<file path="src/rtl/ep_stall_pkg.sv">
// Package: shared encodings for the endpoint stall block.
// Assumes a three-bit control/status word and 8-bit PID bytes.
package ep_stall_pkg;
    localparam int CSR_W   = 3;
    localparam int FS_BIT  = 0;   // force-stall
    localparam int SS_BIT  = 1;   // stall-sent (sticky)
    localparam int IE_BIT  = 2;   // interrupt enable
    localparam int PID_W   = 8;

    localparam logic [PID_W-1:0] PID_STALL = 8'h1E;
    localparam logic [PID_W-1:0] PID_ACK   = 8'hD2;
    localparam logic [PID_W-1:0] PID_NAK   = 8'h5A;

    typedef enum logic [1:0] {
        TOK_IN    = 2'b00,
        TOK_OUT   = 2'b01,
        TOK_SETUP = 2'b10,
        TOK_NONE  = 2'b11
    } tok_kind_e;
endpackage

</file>
<file path="src/rtl/ep_stall_regs.sv">
// Module: control/status bits of one endpoint.
// Holds force-stall, sticky stall-sent and interrupt enable. Assumes a
// single-cycle masked write; a hardware set of stall-sent beats a clear.
module ep_stall_regs
    import ep_stall_pkg::*;
(
    input  logic             clk,
    input  logic             rst_n,
    input  logic             csr_wr,
    input  logic [CSR_W-1:0] csr_wdata,
    input  logic [CSR_W-1:0] csr_wmask,
    input  logic             stall_done,
    output logic             force_stall,
    output logic             stall_sent,
    output logic             irq_en
);
    logic wr_fs, wr_ie, clr_ss;

    // Decode which bits this write touches.
    always_comb begin
        wr_fs  = csr_wr && csr_wmask[FS_BIT];
        wr_ie  = csr_wr && csr_wmask[IE_BIT];
        clr_ss = csr_wr && csr_wmask[SS_BIT] && !csr_wdata[SS_BIT];
    end

    // Firmware-owned bits: load when written under the mask.
    always_ff @(posedge clk) begin
        if (!rst_n) begin
            force_stall <= 1'b0;
            irq_en      <= 1'b0;
        end else begin
            if (wr_fs) force_stall <= csr_wdata[FS_BIT];
            if (wr_ie) irq_en      <= csr_wdata[IE_BIT];
        end
    end

    // Sticky stall-sent: hardware set takes priority over firmware clear.
    always_ff @(posedge clk) begin
        if (!rst_n)          stall_sent <= 1'b0;
        else if (stall_done) stall_sent <= 1'b1;
        else if (clr_ss)     stall_sent <= 1'b0;
    end
endmodule

</file>
<file path="src/rtl/ep_stall_resp.sv">
// Module: chooses the response to each token and tracks stall completion.
// Assumes the packet engine issues at most one token per response and
// reports its end with tx_done before the next token arrives.
module ep_stall_resp
    import ep_stall_pkg::*;
(
    input  logic             clk,
    input  logic             rst_n,
    input  logic             tok_valid,
    input  logic [1:0]       tok_kind,
    input  logic             ep_ready,
    input  logic             force_stall,
    input  logic             tx_done,
    output logic             hs_valid,
    output logic [PID_W-1:0] hs_pid,
    output logic             data_go,
    output logic             stall_done
);
    logic             nxt_hs, nxt_data, nxt_stall;
    logic [PID_W-1:0] nxt_pid;
    logic             stall_pend;

    // Select the response for the current token.
    always_comb begin
        nxt_hs    = 1'b0;
        nxt_data  = 1'b0;
        nxt_stall = 1'b0;
        nxt_pid   = '0;
        if (tok_valid) begin
            case (tok_kind_e'(tok_kind))
                TOK_IN: begin
                    if (force_stall) begin
                        nxt_hs = 1'b1; nxt_pid = PID_STALL; nxt_stall = 1'b1;
                    end else begin
                        nxt_data = 1'b1;
                    end
                end
                TOK_OUT: begin
                    nxt_hs = 1'b1;
                    if (force_stall) begin
                        nxt_pid = PID_STALL; nxt_stall = 1'b1;
                    end else begin
                        nxt_pid = ep_ready ? PID_ACK : PID_NAK;
                    end
                end
                TOK_SETUP: begin
                    nxt_hs = 1'b1; nxt_pid = PID_ACK;
                end
                default: ;
            endcase
        end
    end

    // Register the response toward the packet engine.
    always_ff @(posedge clk) begin
        if (!rst_n) begin
            hs_valid <= 1'b0;
            hs_pid   <= '0;
            data_go  <= 1'b0;
        end else begin
            hs_valid <= nxt_hs;
            hs_pid   <= nxt_hs ? nxt_pid : hs_pid;
            data_go  <= nxt_data;
        end
    end

    // Remember that the outstanding response is a STALL until it completes.
    always_ff @(posedge clk) begin
        if (!rst_n)         stall_pend <= 1'b0;
        else if (nxt_stall) stall_pend <= 1'b1;
        else if (tx_done)   stall_pend <= 1'b0;
        else if (tok_valid) stall_pend <= 1'b0;
    end

    // A completion of a pending STALL is the hardware set event.
    always_comb stall_done = tx_done && stall_pend;
endmodule

</file>
<file path="src/rtl/ep_stall_ctrl.sv">
// Module: top of the per-endpoint stall logic.
// Connects the register bits and the response selector, and forms the
// interrupt. Assumes one endpoint per instance.
module ep_stall_ctrl
    import ep_stall_pkg::*;
(
    input  logic             clk,
    input  logic             rst_n,
    input  logic             csr_wr,
    input  logic [CSR_W-1:0] csr_wdata,
    input  logic [CSR_W-1:0] csr_wmask,
    output logic [CSR_W-1:0] csr_rdata,
    input  logic             tok_valid,
    input  logic [1:0]       tok_kind,
    input  logic             ep_ready,
    output logic             hs_valid,
    output logic [PID_W-1:0] hs_pid,
    output logic             data_go,
    input  logic             tx_done,
    output logic             irq
);
    logic force_stall, stall_sent, irq_en, stall_done;

    ep_stall_regs u_regs (
        .clk        (clk),
        .rst_n      (rst_n),
        .csr_wr     (csr_wr),
        .csr_wdata  (csr_wdata),
        .csr_wmask  (csr_wmask),
        .stall_done (stall_done),
        .force_stall(force_stall),
        .stall_sent (stall_sent),
        .irq_en     (irq_en)
    );

    ep_stall_resp u_resp (
        .clk        (clk),
        .rst_n      (rst_n),
        .tok_valid  (tok_valid),
        .tok_kind   (tok_kind),
        .ep_ready   (ep_ready),
        .force_stall(force_stall),
        .tx_done    (tx_done),
        .hs_valid   (hs_valid),
        .hs_pid     (hs_pid),
        .data_go    (data_go),
        .stall_done (stall_done)
    );

    // Assemble the read word and the interrupt request.
    always_comb begin
        csr_rdata         = '0;
        csr_rdata[FS_BIT] = force_stall;
        csr_rdata[SS_BIT] = stall_sent;
        csr_rdata[IE_BIT] = irq_en;
        irq               = stall_sent && irq_en;
    end
endmodule

</file>
<file path="config.mk">
export PLATFORM = sky130hd
export DESIGN_NAME = ep_stall_ctrl
export DESIGN_NICKNAME = d
export VERILOG_FILES = /design/src/rtl/ep_stall_pkg.sv /design/src/rtl/ep_stall_regs.sv /design/src/rtl/ep_stall_resp.sv /design/src/rtl/ep_stall_ctrl.sv
export SDC_FILE = /design/constraint.sdc
export NUM_CORES = 1
export LEC_CHECK = 0
export ABC_AREA = 1
export BUFFER_PORTS_ARGS = -buffer_cell sky130_fd_sc_hd__buf_2
export CAP_MARGIN = 20
export CELL_PAD_IN_SITES_DETAIL_PLACEMENT = 1
export CELL_PAD_IN_SITES_GLOBAL_PLACEMENT = 1
export CORE_MARGIN = 1.5
export CORE_UTILIZATION = 31
export CTS_BUF_LIST = sky130_fd_sc_hd__clkbuf_16
export DETAILED_ROUTE_END_ITERATION = 8
export PLACE_DENSITY = 0.88
export REMOVE_ABC_BUFFERS = 1
export SLEW_MARGIN = 20
export SYNTH_ARGS = -nofsm -noshare
export SYNTH_HDL_FRONTEND = slang
export SYNTH_SLANG_ARGS = --single-unit
</file>
<file path="constraint.sdc">
create_clock -name clk -period 2.3 [get_ports clk]
set_input_delay 0.115 -clock clk [delete_from_list [all_inputs] [get_ports clk]]
set_output_delay 0.115 -clock clk [all_outputs]
set_load 0.02 [all_outputs]
</file>
==> results.md, run 1 <==
Run status:
- The flow ran to the end, and the final reports show no timing, DRC or antenna violations.

Synth:
- The average size of a mapped cell is 7.08 um2.
- The Yosys warning count is 0.
- The share of Yosys cell area claimed by the top area cell type is 37.9%.
- The post-synthesis sequential area ratio is 37.9%.
- Synthesis handed over a netlist of 82 instances.
- By area the synthesized netlist is led by sky130_fd_sc_hd__dfxtp_1 (38%), sky130_fd_sc_hd__nand2_1 (14%), sky130_fd_sc_hd__buf_4 (7.8%), sky130_fd_sc_hd__inv_1 (7.1%), sky130_fd_sc_hd__ha_1 (6.5%).
- sky130_fd_sc_hd__dfxtp_1 takes more of the synthesized area than any other cell.
- Yosys mapped the design onto 15 distinct sky130hd cell types.
- After synthesis the netlist holds a flip-flop and latch count of 11.
- The netlist area before placement is 581 um2.

Floorplanning:
- The total area inside the core boundary comes to 1750 um2.
- The effective utilization at floorplan is 33.3%.
- In this run the core area contains 15 standard-cell rows.
- The die is 46.3 um wide.
- The top-level I/O count is 28.
- The die covers 2140 um2.
- From bottom edge to top edge, the die measures 46.3 um.

GRT:
- The wire length of the first global-routing pass is 1770 um.
- The pin count of the biggest net entering global routing is 10.
- The overall routing resource usage is 12.1%.
- The via count of the first global-routing pass is 470.
- The number of antenna violations at the first check in global routing was 0.
- The total overflow left after global routing is 0.

Clock network:
- Counting every sink on the clock net gives 11.
- TritonCTS built the clock tree.
- Buffers added to address setup during post-CTS repair amount to 0.
- The later pin in the worst-skew pair is clocked with a latency of 0.24 ns.
- The number of gates resized after CTS was 0.
- In this run the number of H-tree levels came out at 1.
- Clock tree synthesis inserted a total of 3 buffers.
- The number of hold buffers added after cts is 0.
- The maximum count of clock buffers along a single path is 2.
- CTS placed an instance of sky130_fd_sc_hd__clkbuf_16 at the clock tree root.
- The clock transition at the registers of the reported paths is 0.04 ns.

Timing:
- The final count of pins violating max slew is 0.
- The final hold violation count came to 0.
- Setup total negative slack on the finished layout was measured at 0 ns.
- Counting I/O delays and the setup requirement, the final critical path takes 0.958 ns.
- For the final database, setup skew stands at 0.000538 ns.
- The setup violation total in the final timing report is 0.
- Timing would allow up to 1040 MHz.
- Setup repair after global routing left no endpoint under its margin.
- Of the available clock period, the critical path in the final layout requires 41.6%.

Worst hold path:
- The tightest min-delay check is of the in2reg type.
- The worst hold path begins at tok_valid.
- The number of cells traversed by the worst hold path is 2.
- The worst hold endpoint is u_resp.stall_pend.

Place:
- The total instance count after detailed placement is 126.
- After legalization and detailed placement, the total HPWL measured 1030 um.
- The count of buffers added on input and output ports is 25.
- The placer's final routability congestion estimate is 0.739.

Power:
- The switching portion of total power is 24.1%.
- Combinational cells account for 15.4% of the total power.
- The reported leakage power is 0.000431 uW.
- IR analysis of the VDD net gives a maximum drop of 0.316 mV.
- The switching power of the nets is 148 uW.
- The internal portion of the total power is 466 uW.
- The portion of total power attributed to the clock network is 50.3%.
- The power density of the placed cells is 805 nW/um2.
- The fraction of power consumed by sequential logic is 34.3%.

Setup path:
- The required time of the critical path is 2.43 ns.
- The worst register-to-register path begins at u_regs.force_stall.
- Counting cells, the worst reg-to-reg path comes to 5.
- Setup slack on the worst reg-to-reg path comes out at 1.34 ns.
- Data arrives at the worst endpoint at 1.09 ns.
- In this run the critical register-to-register path is captured at u_resp.hs_pid[7].
- The worst setup path is launched from a flop.
- Of all nets on the critical path, the largest fanout is 8.
- The endpoint kind of the worst setup timing path is a flop.
- The critical setup path kind is reg2reg.

Drt:
- The mean number of vias per cell is 4.39.
- In this run the remaining antenna-violating nets after routing total 0.
- The via total after detailed routing is 571.
- For this run, design rule violations remaining after detail routing come to 0.
- After detailed routing, the total wire length is 1240 um.
- The number of detailed-route iterations in the first pass is 4.
- After the first detailed-routing iteration, the DRC count stood at 6.
- The detail-routed net length per standard cell is 9.50 um.

Final layout:
- The count of cells in the finished layout, fillers not included, comes to 130.
- 0 antenna diodes ended up in the layout.
- The final net count is 123.
- The area growth from synthesis to layout is 31.5%.
- The share of cells above drive strength 1 is 30.5%.

Run:
- Max-cap violations in this run came to 0.
-- synthesized netlist by cell type (all sizes together) --
cell type,number
buf,7
dfxtp,11
inv,12
a21oi,7
nand3,4
o21ai,5
conb,1
nor2,8
nand2,24
ha,3
-- layout by cell type, fill, tap and decap left out --
cell,n
sky130_fd_sc_hd__a21oi_1,7
sky130_fd_sc_hd__buf_2,25
sky130_fd_sc_hd__clkbuf_16,3
sky130_fd_sc_hd__conb_1,2
sky130_fd_sc_hd__dfxtp_1,11
sky130_fd_sc_hd__ha_1,3
sky130_fd_sc_hd__inv_1,12
sky130_fd_sc_hd__inv_2,1
sky130_fd_sc_hd__nand2_1,22
sky130_fd_sc_hd__nand2_2,1
sky130_fd_sc_hd__nand2_4,1
sky130_fd_sc_hd__nand3_1,4
sky130_fd_sc_hd__nor2_1,7
sky130_fd_sc_hd__nor2_4,1
sky130_fd_sc_hd__o21ai_0,5
-- per-layer routing --
metal  global-route usage [%]  up-vias  share of wire (%)
li1                         -      291                  -
met1                     12.0      251                 41
met2                     21.7       27                 49
met3                     3.92        2                7.6
met4                     6.86        0                1.6
met5                        0        -                  0
-- stage by stage --
| step | area, um2 | hold WS [ns] | setup slack [ns] | util [%] | total power, uW |
|---|---|---|---|---|---|
| final | 763 | 0.0906 | 1.34 | 43.7 | 614 |
| after floorplan | 528 | 0.202 | 1.31 | - | 273 |
| after detailed placement | 684 | 0.337 | 1.12 | 39.2 | 310 |
| after CTS | 763 | 0.0898 | 1.34 | 43.7 | 625 |
| after global routing | 763 | 0.104 | 1.25 | 43.7 | 646 |
| after global placement | 684 | 0.342 | 1.17 | 39.2 | 307 |
-- registers in the layout (all words and copies together) (netlist names) --
signal	flops
u_regs.force_stall	1
u_resp.hs_valid	1
u_resp.stall_pend	1
u_regs.irq_en	1
u_resp.hs_pid	5
u_resp.data_go	1
u_regs.stall_sent	1
-- cell families (layout without fill, tap and decap cells) --
logic type / after synthesis / count (layout) / synth area share [%]
AND/OR/NAND/NOR: 36 / 36 / 27.2
buffers and inverters: 19 / 41 / 17.5
AO/OA/AOI/OAI: 12 / 12 / 10.3
flip-flops: 11 / 11 / 37.9
adder cells (fa/ha/maj): 3 / 3 / 6.47
other: 1 / 2 / 0.646
-- power by group through the flow --
stage | registers (uW) | clock network [uW] | logic (uW)
6_report | 211 | 309 | 94.9
5_1_grt | 212 | 327 | 107
4_1_cts | 211 | 318 | 96.8
3_5_place_dp | 214 | 0 | 96.1
3_3_place_gp | 214 | 0 | 93.0
2_1_floorplan | 231 | 0 | 42.2
-- worst max path at each step --
stage / start / end / slack (ns) / depth (start not counted)
final: u_regs.force_stall / u_resp.hs_pid[7] / 1.34 / 5
after floorplan: u_regs.force_stall / u_resp.hs_pid[6] / 1.31 / 5
after global routing: tok_kind[1] / u_resp.hs_pid[3] / 1.25 / 7
after detailed placement: tok_kind[1] / u_resp.hs_pid[3] / 1.12 / 7
after CTS: u_regs.force_stall / u_resp.hs_pid[7] / 1.34 / 5
after global placement: tok_kind[1] / u_resp.hs_pid[3] / 1.17 / 7
-- worst max-delay path, stage by stage, from the launching register on --
cell	delay [ns]
sky130_fd_sc_hd__dfxtp_1	0.39
sky130_fd_sc_hd__nand2_1	0.09
sky130_fd_sc_hd__nand2_2	0.10
sky130_fd_sc_hd__nand2_4	0.09
sky130_fd_sc_hd__a21oi_1	0.13
sky130_fd_sc_hd__nor2_1	0.05
-- area by class of cell --
type,count,area [um2]
Clock buffer,3,75.1
Clock inverter,1,3.75
Fill cell,233,982
Inverter,12,45.0
Multi-Input combinational cell,53,263
Sequential cell,11,220
Tap cell,25,31.3
Timing Repair Buffer,25,125
No activity file was read; power rests on OpenSTA's default activity.
==> run 2: changes to the inputs <==
--- a/config.mk
+++ b/config.mk
@@ -11,10 +11,10 @@
 export CELL_PAD_IN_SITES_DETAIL_PLACEMENT = 1
 export CELL_PAD_IN_SITES_GLOBAL_PLACEMENT = 1
 export CORE_MARGIN = 1.5
-export CORE_UTILIZATION = 31
+export CORE_UTILIZATION = 29
 export CTS_BUF_LIST = sky130_fd_sc_hd__clkbuf_16
 export DETAILED_ROUTE_END_ITERATION = 8
-export PLACE_DENSITY = 0.88
+export PLACE_DENSITY = 0.84
 export REMOVE_ABC_BUFFERS = 1
 export SLEW_MARGIN = 20
 export SYNTH_ARGS = -nofsm -noshare
==> constraint.sdc (replaced) <==
create_clock -name clk -period 0.9 [get_ports clk]
set_input_delay 0.045 -clock clk [delete_from_list [all_inputs] [get_ports clk]]
set_output_delay 0.045 -clock clk [all_outputs]
set_load 0.02 [all_outputs]
==> run 2 against run 1 <==
Register-to-register slack lost 1.3 ns; routed wire length grew 7.6%; sequential cell count is the same; clock power grew to 2.6 times the previous value; worst setup slack got worse by 1.3 ns; sequential power grew to 2.6 times the previous value; combinational power grew to 3.0 times the previous value; via count is 0.70% lower; non-clock buffer count grew 3; first-iteration DRC count decreased by 83%; critical path type is now reg2out.
==> results.md, run 2 (synthesis gave the netlist of run 1 again) <==
Run status:
- The flow ran to the end, and the final reports show no timing, DRC or antenna violations.

Setup path:
- The worst reg2reg path startpoint is u_regs.force_stall.
- STA puts the critical path data arrival time at 0.82 ns.
- The setup slack of the worst register-to-register path is 0.04 ns.
- The largest fanout on the critical path is 3.
- The launching instance or port of the critical path is u_regs.stall_sent.
- STA classifies the critical path endpoint as an output pin.
- The worst reg2reg path depth is 6.
- The capture point of the critical path is irq.
- STA puts the critical path data required time at 0.85 ns.
- The critical setup path kind is reg2out.
- The worst setup path is launched from a flop.
- The worst flop-to-flop path endpoint is u_resp.hs_pid[6].

Timing:
- Once routing completed, OpenROAD measured the worst setup slack at 0.0334 ns.
- The final critical path takes up 96.3% of the cycle.
- The final hold violation count was 0.
- Setup violations remaining at the end of the flow were counted as 0.
- The final count of pins violating max slew was 0.
- For this run, the top clock speed supported by timing is 1150 MHz.
- Setup repair after global routing could not meet its margin everywhere.
- The smallest clock period supported by the final layout is computed as 0.867 ns.
- Across the routed clock network, the largest skew measured is 0.000735 ns.

Final layout:
- The net count of the finished layout is 126.
- The number of flip-flops under the largest register name is 5.
- The number of inserted diodes is 0.
- The final core utilization is 43.4%.
- The share of cells above drive strength 1 is 38.9%.
- Counting the fill cells in the layout gives 247.
- The register ranked first by flip-flop count is u_resp.hs_pid.
- Leaving out fill and tap cells, the most frequent cells in the layout are sky130_fd_sc_hd__buf_2 (24), sky130_fd_sc_hd__nand2_1 (19), sky130_fd_sc_hd__inv_1 (12).
- Leaving out fill and tap cells, the most frequent cell in the layout is sky130_fd_sc_hd__buf_2.
- The synthesis-to-layout area growth is 43.7%.
- The post-route cell area is 835 um2.

Clock network:
- The total clock buffers created by CTS is 3.
- The clock passes through at most 2 buffers.
- The clock sink count is 11.
- The TritonCTS clock tree is done.
- The number of buffers added for setup after CTS is 0.
- The clock insertion delay at the later pin of the skew report is 0.24 ns.
- In this run, post-CTS hold repair placed 0 buffers.
- Clock-pin slew was measured on the worst setup and hold paths at 0.04 ns.
- The number of H-tree branching levels is 1.
- The tree is rooted in a sky130_fd_sc_hd__clkbuf_16.

Drt:
- The via total after detailed routing is 567.
- The first TritonRoute pass finished after 3 iterations.
- The residual antenna-violating net count after detailed routing is 0.
- The DRC violation count after routing is 0.
- For this block, the initial DRC count from the detailed router was 1.
- After detailed routing, the average wire length per cell comes to 9.84 um.
- After detailed routing, the total wire length is 1330 um.
- Using the TritonRoute via totals, the vias-per-cell ratio works out to 4.20.

Floorplanning:
- Row generation in the floorplan step produced 16 rows.
- The x dimension of the die is 47.7 um.
- The top-level I/O count is 28.
- The initial utilization of the core area, before any placement, comes to 30.2%.
- Measured along the y axis, the die boundary spans 47.7 um.
- The core region area is 1920 um2.
- The floorplan step defined a die boundary enclosing 2280 um2.

GRT:
- Summed over all layers, the global routing overflow is 0.
- The number of antenna violations at the first check in global routing came to 0.
- The via count of the first global-routing pass is 489.
- The first global-routing pass estimated 1940 um of wire.
- The pin count of the biggest net entering global routing is 10.
- The overall routing resource usage is 13.0%.

Power:
- The power density of the placed cells is 1940 nW/um2.
- The peak supply drop is 0.609 mV.
- The reported leakage power is 0.000457 uW.

Run:
- Across the run, the number of max-cap violations was 0.

Place:
- Once detailed placement completed, the half-perimeter wirelength came to 1030 um.
- The standard cell area after detailed placement is 709 um2.
- During placement, the flow inserted port buffers numbering 25.
- Before CTS, the worst setup slack after placement is -0.156 ns.
- The placer's final routability congestion estimate is 0.746.

Worst hold path:
- The worst min-delay path class is in2reg.
==> run 2: what timing repair did <==
action	in CTS	in global routing
pin swaps	4	4
gates cloned	0	0
resized for setup	6	8
setup endpoints to repair	3	6
==> run 2: area by class of cell <==
cell class / count / area (um2) / area share [%]
clock inverters: 1 / 3.75 / 0.450
repair buffers: 28 / 150 / 18.0
clock buffers: 3 / 75.1 / 9.00
multi-input cells: 53 / 302 / 36.1
flip-flops and latches: 11 / 225 / 27.0
well taps: 27 / 33.8 / 4.05
inverters: 12 / 45.0 / 5.40
==> run 2: how the worst min path moves through the flow <==
stage	startpoint	endpoint	slack (ns)	cells past startpoint
3_5_place_dp	tok_valid	u_resp.stall_pend	0.28	2
6_report	tok_valid	u_resp.stall_pend	0.03	2
3_3_place_gp	tok_valid	u_resp.stall_pend	0.28	2
5_1_grt	tok_valid	u_resp.stall_pend	0.04	2
2_1_floorplan	tok_valid	u_resp.stall_pend	0.13	1
4_1_cts	tok_valid	u_resp.stall_pend	0.03	2
==> run 2: report_power, final <==
group	leakage, uW	switching (uW)	total (uW)	internal, uW
sequential	0.0000914	19.5	541	522
combinational	0.000324	175	282	107
clock	0.0000423	215	797	583
==> run 2: worst max-delay path, stage by stage (launching register included) <==
cell and delay, ns:
sky130_fd_sc_hd__dfxtp_1 0.34, sky130_fd_sc_hd__nand2_1 0.06, sky130_fd_sc_hd__inv_1 0.05, sky130_fd_sc_hd__buf_4 0.13
==> run 2: through the flow <==
step	TNS (ns)	hold WS [ns]	cells	power [uW]
floorplan	-0.320	0.132	76	697
global placement	-0.481	0.277	131	795
detailed placement	-0.705	0.277	131	802
CTS	0	0.0329	135	1620
global route	-0.0693	0.0354	135	1690
finish	0	0.0302	135	1620
==> run 2: metal layers <==
| metal | global-route usage [%] | vias to the layer above | routed length (um) |
|---|---|---|---|
| met5 | 0 | - | 0 |
| met1 | 13.2 | 244 | 547 |
| met3 | 3.40 | 5 | 105 |
| li1 | - | 294 | - |
| met2 | 21.9 | 24 | 639 |
| met4 | 11.4 | 0 | 36 |
